**src/rtl/ccc_dec_pkg.sv**
```systemverilog
// Shared types for the common command decoder.
// Assumes event kinds are encoded as listed in the port description.
package ccc_dec_pkg;
    typedef enum logic [2:0] {
        EV_START  = 3'd0,
        EV_RSTART = 3'd1,
        EV_STOP   = 3'd2,
        EV_ADDR   = 3'd3,
        EV_DATA   = 3'd4
    } ev_kind_e;

    typedef enum logic [1:0] {
        OP_NONE,
        OP_CLEAR,
        OP_TAKE_STATIC,
        OP_TAKE_DATA
    } addr_op_e;

    typedef enum logic [2:0] {
        FS_IDLE,
        FS_ADDR,
        FS_HDR,
        FS_BODY,
        FS_DWAIT,
        FS_DADDR,
        FS_DDATA,
        FS_DSKIP
    } frame_st_e;

    typedef enum logic [1:0] {
        MT_STATIC,
        MT_DYN,
        MT_ACTIVE
    } match_sel_e;
endpackage

```
**src/rtl/ccc_target_match.sv**
```systemverilog
// Compares an incoming target address with this target's identity.
// Assumes the caller selects which identity applies to the current command.
module ccc_target_match #(
    parameter int AW = 7
) (
    input  ccc_dec_pkg::match_sel_e sel,
    input  logic [AW-1:0]           addr_in,
    input  logic [AW-1:0]           static_addr,
    input  logic [AW-1:0]           dyn_addr,
    input  logic                    dyn_valid,
    output logic                    hit
);
    import ccc_dec_pkg::*;

    // Pick the comparison rule for the current command.
    always_comb begin
        unique case (sel)
            MT_STATIC: hit = (addr_in == static_addr);
            MT_DYN:    hit = dyn_valid && (addr_in == dyn_addr);
            default:   hit = dyn_valid ? (addr_in == dyn_addr)
                                       : (addr_in == static_addr);
        endcase
    end
endmodule

```
**src/rtl/ccc_addr_reg.sv**
```systemverilog
// Holds the dynamic address and its valid flag.
// Assumes at most one operation is requested per cycle.
module ccc_addr_reg #(
    parameter int AW = 7
) (
    input  logic                  clk,
    input  logic                  rst_n,
    input  ccc_dec_pkg::addr_op_e op,
    input  logic [AW-1:0]         static_addr,
    input  logic [AW-1:0]         new_addr,
    output logic [AW-1:0]         dyn_addr,
    output logic                  dyn_valid
);
    import ccc_dec_pkg::*;

    // Apply the requested address operation.
    always_ff @(posedge clk) begin
        if (!rst_n) begin
            dyn_addr  <= '0;
            dyn_valid <= 1'b0;
        end else begin
            unique case (op)
                OP_CLEAR:       dyn_valid <= 1'b0;
                OP_TAKE_STATIC: begin dyn_addr <= static_addr; dyn_valid <= 1'b1; end
                OP_TAKE_DATA:   begin dyn_addr <= new_addr;    dyn_valid <= 1'b1; end
                default: ;
            endcase
        end
    end
endmodule

```
**src/rtl/ccc_frame_fsm.sv**
```systemverilog
// Tracks command framing on the event stream and issues address operations.
// Assumes address bytes carry the address in [7:1] and read/write in [0].
module ccc_frame_fsm #(
    parameter int         AW           = 7,
    parameter logic [7:0] C_BC_RESET   = 8'h06,
    parameter logic [7:0] C_BC_STATIC  = 8'h29,
    parameter logic [7:0] C_DIR_RESET  = 8'h86,
    parameter logic [7:0] C_SET_STATIC = 8'h87,
    parameter logic [7:0] C_SET_NEW    = 8'h88,
    parameter logic [AW-1:0] BCAST_ADDR = 7'h7E
) (
    input  logic                      clk,
    input  logic                      rst_n,
    input  logic                      ev_valid,
    input  ccc_dec_pkg::ev_kind_e     ev_kind,
    input  logic [AW:0]               ev_data,
    input  logic                      tgt_hit,
    output ccc_dec_pkg::match_sel_e   match_sel,
    output ccc_dec_pkg::addr_op_e     op,
    output logic                      ccc_pulse,
    output logic [AW:0]               ccc_code
);
    import ccc_dec_pkg::*;
    localparam int DW = AW + 1;

    frame_st_e     st, st_nx;
    logic [DW-1:0] code_nx;
    logic          pulse_nx;
    logic          in_dir;
    logic          is_bcast_w;

    // Decode context and broadcast header.
    always_comb begin
        in_dir     = (st == FS_DWAIT) || (st == FS_DADDR) ||
                     (st == FS_DDATA) || (st == FS_DSKIP);
        is_bcast_w = (ev_data[DW-1:1] == BCAST_ADDR) && !ev_data[0];
        if (ccc_code == C_SET_STATIC)
            match_sel = MT_STATIC;
        else if (ccc_code == C_SET_NEW || ccc_code == C_DIR_RESET)
            match_sel = MT_DYN;
        else
            match_sel = MT_ACTIVE;
    end

    // Next frame state, command code and address operation.
    always_comb begin
        st_nx    = st;
        code_nx  = ccc_code;
        op       = OP_NONE;
        pulse_nx = 1'b0;
        if (ev_valid) begin
            unique case (ev_kind)
                EV_START:  st_nx = FS_ADDR;
                EV_RSTART: st_nx = in_dir ? FS_DADDR : FS_ADDR;
                EV_STOP:   st_nx = FS_IDLE;
                EV_ADDR: begin
                    if (st == FS_ADDR) begin
                        st_nx = is_bcast_w ? FS_HDR : FS_IDLE;
                    end else if (st == FS_DADDR) begin
                        if (is_bcast_w) begin
                            st_nx = FS_HDR;
                        end else if (tgt_hit) begin
                            st_nx = FS_DDATA;
                            if (ccc_code == C_DIR_RESET) op = OP_CLEAR;
                        end else begin
                            st_nx = FS_DSKIP;
                        end
                    end
                end
                EV_DATA: begin
                    if (st == FS_HDR) begin
                        code_nx  = ev_data;
                        pulse_nx = 1'b1;
                        if (ev_data[DW-1]) begin
                            st_nx = FS_DWAIT;
                        end else begin
                            st_nx = FS_BODY;
                            if (ev_data == C_BC_RESET)       op = OP_CLEAR;
                            else if (ev_data == C_BC_STATIC) op = OP_TAKE_STATIC;
                        end
                    end else if (st == FS_DDATA) begin
                        st_nx = FS_DSKIP;
                        if (ccc_code == C_SET_STATIC || ccc_code == C_SET_NEW)
                            op = OP_TAKE_DATA;
                    end
                end
                default: ;
            endcase
        end
    end

    // Register state, code and pulse.
    always_ff @(posedge clk) begin
        if (!rst_n) begin
            st        <= FS_IDLE;
            ccc_code  <= '0;
            ccc_pulse <= 1'b0;
        end else begin
            st        <= st_nx;
            ccc_code  <= code_nx;
            ccc_pulse <= pulse_nx;
        end
    end
endmodule

```
**src/rtl/ccc_decoder.sv**
```systemverilog
// Top of the target-side common command decoder.
// Assumes one event per cycle at most, already decoded from the bus pins.
module ccc_decoder #(
    parameter int AW = 7
) (
    input  logic          clk,
    input  logic          rst_n,
    input  logic [AW-1:0] static_addr,
    input  logic          ev_valid,
    input  logic [2:0]    ev_kind,
    input  logic [AW:0]   ev_data,
    output logic [AW-1:0] dyn_addr,
    output logic          dyn_valid,
    output logic          ccc_pulse,
    output logic [AW:0]   ccc_code
);
    import ccc_dec_pkg::*;

    match_sel_e msel;
    addr_op_e   op;
    logic       hit;

    ccc_target_match #(.AW(AW)) match_i (
        .sel(msel), .addr_in(ev_data[AW:1]), .static_addr(static_addr),
        .dyn_addr(dyn_addr), .dyn_valid(dyn_valid), .hit(hit)
    );

    ccc_frame_fsm #(.AW(AW)) fsm_i (
        .clk(clk), .rst_n(rst_n), .ev_valid(ev_valid),
        .ev_kind(ev_kind_e'(ev_kind)), .ev_data(ev_data), .tgt_hit(hit),
        .match_sel(msel), .op(op), .ccc_pulse(ccc_pulse), .ccc_code(ccc_code)
    );

    ccc_addr_reg #(.AW(AW)) areg_i (
        .clk(clk), .rst_n(rst_n), .op(op), .static_addr(static_addr),
        .new_addr(ev_data[AW:1]), .dyn_addr(dyn_addr), .dyn_valid(dyn_valid)
    );
endmodule

```
**config.mk**
```make
export PLATFORM = sky130hd
export DESIGN_NAME = ccc_decoder
export DESIGN_NICKNAME = d
export VERILOG_FILES = /design/src/rtl/ccc_dec_pkg.sv /design/src/rtl/ccc_target_match.sv /design/src/rtl/ccc_addr_reg.sv /design/src/rtl/ccc_frame_fsm.sv /design/src/rtl/ccc_decoder.sv
export SDC_FILE = /design/constraint.sdc
export NUM_CORES = 1
export LEC_CHECK = 0
export BUFFER_PORTS_ARGS = -buffer_cell sky130_fd_sc_hd__buf_2
export CAP_MARGIN = 30
export CORE_MARGIN = 5
export CORE_UTILIZATION = 50
export CTS_CLUSTER_SIZE = 25
export DETAILED_ROUTE_END_ITERATION = 10
export GPL_ROUTABILITY_DRIVEN = 0
export HOLD_SLACK_MARGIN = 0.15
export PLACE_DENSITY = 0.77
export SYNTH_ARGS = -nofsm -noshare
export SYNTH_HDL_FRONTEND = slang
export SYNTH_SLANG_ARGS = --single-unit
```
**constraint.sdc**
```tcl
create_clock -name clk -period 2.4 [get_ports clk]
set_input_delay 0.24 -clock clk [delete_from_list [all_inputs] [get_ports clk]]
set_output_delay 0.24 -clock clk [all_outputs]
set_load 0.02 [all_outputs]
```
==> impl_metrics.csv, run 1 <==
group,metric,value,unit
clock_network,post_cts_buffers,0,
worst_setup_path,r2r_setup_slack,0.11,ns
timing,slew_viol_final,0,
worst_setup_path,cp_slowest_stage_delay,0.57,ns
floorplanning,die_area,3860,sq um
detailed_routing,initialDrtViolationCount,60,
timing,fin_skew,0.00354,ns
global_route,antenna_found_initial,0,
timing,max_freq,436,MHz
clock_network,cts_root_buffer,"clkbuf_4",
clock_network,htreeDepth,1,
timing,rsz0062_at_grt,"false",
power_and_ir_drop,combinationalPowerShare,13.0,%
floorplanning,die_w,62.1,microns
logic_synthesis,yosysWarnings,0,
finish,seq_area,400,sq um
clock_network,cts.sinks,20,
logic_synthesis,ys_types,47,
finish,layout.nets,219,
global_route,overflow,0,
worst_setup_path,worstRegToRegCells,6,
power_and_ir_drop,p_switching,0.000178,W
detailed_routing,dr.pass1.iters,4,
detailed_routing,post-route-drc-count,0,
logic_synthesis,ys_seq_area_share,29.5,%
worst_setup_path,start_kind,"flip-flop",
hold_path,hold_class,"primary input to flip-flop",
logic_synthesis,synth_area_leaders,"dfxtp_1 (29%), xnor2_1 (7.1%), nor2_1 (5.2%), mux2i_1 (5.2%), a22o_1 (4.5%)",
power_and_ir_drop,leakagePower,0.730,nW
floorplanning,start_util,50.6,%
power_and_ir_drop,internal_power,0.000541,W
finish,syn_to_final_growth,19.4,%
detailed_routing,wl_per_cell,16.2,microns
worst_setup_path,crit_slowest_cell,"or4b_4",
logic_synthesis,async_flop_share,0,%
timing,fin_crit,2.29,ns
power_and_ir_drop,ir_worst_vdd,0.327,mV
worst_setup_path,cp_max_fo,7,
floorplanning,die_y,62.1,microns
timing,setup_violations,0,
place,dpl.hpwl,2760,microns
timing,hold_viol_final,0,
global_route,grt_pass1_wl,6150,microns
detailed_routing,via_per_inst,6.09,
finish,drive_gt1_share,28.9,%
run_status,status,"completed",
logic_synthesis,synth_commonest_cells,"dfxtp_1 (20), nor2_1 (19), xnor2_1 (11)",
logic_synthesis,synthFlopType,"dfxtp_1",
timing,holdWs,0.155,ns
power_and_ir_drop,p_per_area,443,nW/um^2
timing,max-slew-margin-rel,64.5,%
clock_network,ctsHoldBuffers,0,
worst_setup_path,path_cells,"or4b_4 -> a211o_1 -> a21oi_1 -> nor2_1 -> a22o_1 -> a31o_1",
detailed_routing,vias,1388,
clock_network,clkTransAtPathRegs,0.12,ns
logic_synthesis,yosys.area.top_type,"dfxtp_1",
logic_synthesis,synthCells,161,
timing,worstMarginPinSlew,0.528,ns
clock_network,tritoncts,"yes",
logic_synthesis,synth_edf_count,0,
global_route,grtUsageTotal,18.7,%
worst_setup_path,required,2.62,ns
hold_path,whs_path_depth,2,
finish,diodes,0,
global_route,grt_max_degree,14,
run,maxCapViolCount,0,
global_route,grt_pass1_vias,1369,
logic_synthesis,netlist_area,1360,sq um
place,placed_area,1570,sq um
worst_setup_path,crit_arrival,2.52,ns
clock_network,cts_buffers,3,
clock_network,clockBufferDepth,2,
logic_synthesis,syn-num-nets,182,
clock_network,clk_latency,0.32,ns
logic_synthesis,ys_seq_elements,20,
detailed_routing,antenna_left,0,
finish,nFillCells,246,
floorplanning,core-area,2690,sq um
logic_synthesis,synth_top_area_share,29.5,%
finish,multi_input_area,905,sq um
finish,final_core_util,60.4,%
timing,setup_tns,0,ns
detailed_routing,wl,3700,microns
logic_synthesis,syn_avg_cell_area,8.44,sq um
worst_setup_path,cp-end-kind,"flip-flop",
power_and_ir_drop,p_clk_share,40.0,%
clock_network,post_cts_resize_count,1,
logic_synthesis,synth.most_common_cell,"dfxtp_1",
timing,finalCritPeriodShare,95.5,%
worst_setup_path,path_class,"flip-flop to flip-flop",
finish,fin_area,1620,sq um
floorplanning,io_pins,38,
floorplanning,rows,19,
place,port_buffers,37,
power_and_ir_drop,seq_power_share,47.0,%
power_and_ir_drop,switching_share,24.7,%
[layer usage]
layer	GRT usage (%)	part of all wire [%]	vias to the layer above
met1	22.2	43	654
met2	31.9	48	62
met4	7.32	2.2	0
li1	-	-	661
met3	4.86	7.1	11
met5	0	0	-
[power groups by stage]
stage	Sequential (W)	Combinational, W	Clock, W
3_3_place_gp	0.000345	0.0000900	0
5_1_grt	0.000338	0.000103	0.000299
3_5_place_dp	0.000345	0.0000922	0
6_report	0.000338	0.0000937	0.000287
2_1_floorplan	0.000344	0.0000556	0
4_1_cts	0.000338	0.0000930	0.000285
[final timing paths]
| check | start | end |
|---|---|---|
| setup / recovery | fsm_i.ccc_code[4] | areg_i.dyn_addr[0] |
| hold reg to reg | fsm_i.ccc_code[4] | fsm_i.ccc_code[4] |
| setup reg to reg | fsm_i.ccc_code[4] | areg_i.dyn_addr[0] |
| hold / removal | rst_n | fsm_i.st[1] |
[per-stage QoR]
step	std cells	power (W)	setup slack [ns]
6_report	228	0.000718	0.109
5_1_grt	228	0.000740	0.0474
4_1_cts	228	0.000715	0.144
3_5_place_dp	224	0.000437	0.0235
3_3_place_gp	224	0.000435	0.124
2_1_floorplan	161	0.000400	0.221
[critical path, delay by kind of cell (launching register included)]
kind             cells  cell delay (ns)
AND/OR/NAND/NOR      2             0.75
AO/OA/AOI/OAI        4             1.09
flip-flops           1             0.35
[state kept, by name, indices dropped and copies added (netlist names)]
| signal | flops |
|---|---|
| fsm_i.ccc_pulse | 1 |
| fsm_i.ccc_code | 8 |
| fsm_i.st | 3 |
| areg_i.dyn_addr | 7 |
| areg_i.dyn_valid | 1 |
[area by class of cell]
class                           count  share of cell area [%]
Sequential cell                    20                    24.7
Clock inverter                      1                    1.85
Inverter                            3                   0.694
Multi-Input combinational cell    129                    55.7
Clock buffer                        3                    1.39
Tap cell                           31                    2.39
Timing Repair Buffer               41                    13.3
[placed cells by master (no fill, tap or decap), types with 2 or more instances in the layout]
cell	netlist	final
a211o_1	2	2
a21o_1	5	5
a21oi_1	8	8
a22o_1	7	7
a31o_1	2	2
buf_2	0	37
buf_4	1	4
clkbuf_4	0	3
dfxtp_1	20	20
inv_1	3	3
mux2i_1	7	7
nand2_1	9	9
nand2b_1	2	2
nand3_1	4	4
nand3b_1	2	2
nand4_1	7	7
nor2_1	19	19
nor2b_1	3	2
nor3_1	2	2
nor3b_1	3	3
o21ai_0	7	7
o21ai_1	2	2
o31ai_1	2	2
xnor2_1	11	11
xor2_1	3	3
[cell families (layout without fill, tap and decap cells)]
| logic type | count (synthesis) | count (layout) | share of synthesized area [%] |
|---|---|---|---|
| flops | 20 | 20 | 29.5 |
| xor+xnor | 14 | 14 | 9.02 |
| mux | 7 | 7 | 5.16 |
| simple gates | 67 | 67 | 29.4 |
| buf+inv | 12 | 48 | 4.14 |
| compound gates | 41 | 41 | 22.8 |
(Power assumes the default switching activity.)
==> run 2: changes to the inputs <==
CORE_MARGIN = not set   (was 5)
==> impl_metrics.csv, run 2 (same netlist as run 1, synthesis figures left out) <==
group,metric,value,unit
clock_network,htreeDepth,1,
finish,diodes,0,
worst_setup_path,timing.rr.end,"areg_i.dyn_addr[0]",
detailed_routing,dr.pass1.iters,6,
timing,max-slew-margin-rel,61.7,%
floorplanning,start_util,53.9,%
place,dpl.hpwl,2700,microns
run,maxCapViolCount,0,
hold_path,hold_end,"fsm_i.st[1]",
floorplanning,die_w,54.1,microns
worst_setup_path,cp_max_fo,7,
worst_setup_path,path_class,"flip-flop to flip-flop",
global_route,overflow,0,
detailed_routing,initialDrtViolationCount,48,
global_route,grt_max_degree,14,
finish,largest_reg_flops,8,
hold_path,hold_start,"rst_n",
worst_setup_path,start_kind,"flip-flop",
worst_setup_path,cp-end-kind,"flip-flop",
timing,setup_tns,0,ns
hold_path,whs_path_depth,2,
finish,drive_gt1_share,29.4,%
floorplanning,core-area,2520,sq um
global_route,grtUsageTotal,26.9,%
floorplanning,io_pins,38,
worst_setup_path,crit_slowest_cell,"or4b_1",
floorplanning,die_area,2930,sq um
timing,setup_violations,0,
detailed_routing,post-route-drc-count,0,
finish,largest_registers,"fsm_i.ccc_code x8, areg_i.dyn_addr x7, fsm_i.st x3",
finish,final_core_util,63.8,%
detailed_routing,vias,1392,
finish,layout_common_cells,"buf_2 (37), dfxtp_1 (20), nor2_1 (19), xnor2_1 (11), nand2_1 (9)",
finish,final_common_cell,"buf_2",
timing,hold_viol_final,0,
timing,max_freq,436,MHz
timing,rsz0062_at_grt,"false",
power_and_ir_drop,ir_worst_vdd,0.313,mV
clock_network,clk_latency,0.31,ns
floorplanning,die_y,54.1,microns
timing,worstMarginPinSlew,0.572,ns
global_route,grt_pass1_vias,1289,
power_and_ir_drop,p_per_area,391,nW/um^2
worst_setup_path,crit_path_start,"fsm_i.ccc_code[2]",
clock_network,cts_buffers,3,
worst_setup_path,required,2.61,ns
worst_setup_path,cp_slowest_stage_delay,0.54,ns
worst_setup_path,path_cells,"or4b_1 -> a211o_1 -> a21oi_2 -> nor2_1 -> a22o_1 -> a31o_1",
detailed_routing,wl,3610,microns
clock_network,clkTransAtPathRegs,0.11,ns
power_and_ir_drop,leakagePower,0.724,nW
clock_network,clockBufferDepth,2,
global_route,grt_pass1_wl,5730,microns
clock_network,ctsHoldBuffers,0,
worst_setup_path,reg2reg_from,"fsm_i.ccc_code[2]",
timing,finalCritPeriodShare,95.5,%
finish,top_register,"fsm_i.ccc_code",
global_route,antenna_found_initial,0,
detailed_routing,via_per_inst,6.13,
timing,slew_viol_final,0,
worst_setup_path,crit_arrival,2.51,ns
timing,fin_crit,2.29,ns
detailed_routing,wl_per_cell,15.9,microns
place,port_buffers,37,
timing,fin_skew,0.00547,ns
hold_path,hold_class,"primary input to flip-flop",
worst_setup_path,r2r_setup_slack,0.11,ns
floorplanning,rows,18,
run_status,status,"completed",
finish,syn_to_final_growth,18.4,%
clock_network,tritoncts,"yes",
worst_setup_path,worstRegToRegCells,6,
clock_network,cts_root_buffer,"clkbuf_4",
detailed_routing,antenna_left,0,
finish,layout.nets,219,
clock_network,cts.sinks,20,
## run 2: cell types whose count changed in the layout (fill, tap and decap cells not counted)
cell / change
a21oi_2: +1
a21oi_1: -1
clkbuf_8: +1
bufinv_16: -1
## run 2: metal layers
metal  part of all wire [%]  global-route usage, %  up-vias
met5                      0                      0        -
met4                    2.0                   8.97        0
met3                    5.6                   5.93       13
met2                     49                   44.7       57
met1                     43                   34.0      662
li1                       -                      -      660
## run 2: cell type report
type	instances	area, sq um
multi-input cells	129	908
well taps	30	37.5
inverters	3	11.3
fillers	233	913
repair buffers	41	215
flip-flops and latches	20	400
clock buffers	4	36.3
## run 2: how the worst max path moves through the flow
stage,endpoint,slack [ns]
after global routing,areg_i.dyn_addr[0],0.02
after CTS,areg_i.dyn_addr[0],0.11
final,areg_i.dyn_addr[0],0.11
after floorplan,areg_i.dyn_addr[0],0.22
after global placement,areg_i.dyn_addr[1],0.11
after detailed placement,areg_i.dyn_addr[0],0.03
## run 2: timing repair
item | CTS | global route
endpoints found under the hold margin | 0 | 0
endpoints found under the setup margin | 2 | 4
resized for setup | 1 | 1
buffers inserted | 0 | 0
## run 2: report_power, final
part | switching [W] | internal, W
Combinational | 0.0000568 | 0.0000376
Sequential | 0.00000332 | 0.000334
Clock | 0.000105 | 0.0000927
Total | 0.000165 | 0.000464
## run 2: per-stage QoR
| step | instance area (sq um) | hold WS, ns | setup WS (ns) | power, W | std cells |
|---|---|---|---|---|---|
| after floorplan | 1360 | 0.362 | 0.221 | 0.000400 | 161 |
| after global placement | 1570 | 0.475 | 0.113 | 0.000435 | 223 |
| after detailed placement | 1570 | 0.477 | 0.0270 | 0.000437 | 223 |
| after CTS | 1610 | 0.155 | 0.107 | 0.000632 | 227 |
| after global routing | 1610 | 0.161 | 0.0179 | 0.000658 | 227 |
| final | 1610 | 0.164 | 0.108 | 0.000630 | 227 |
## run 2: worst max-delay path: cells and delay by family, from the launching register on
family | cells | cell delay (ns)
AOI/OAI and AO/OA | 4 | 1.10
and+or+nand+nor | 2 | 0.71
DFF | 1 | 0.37
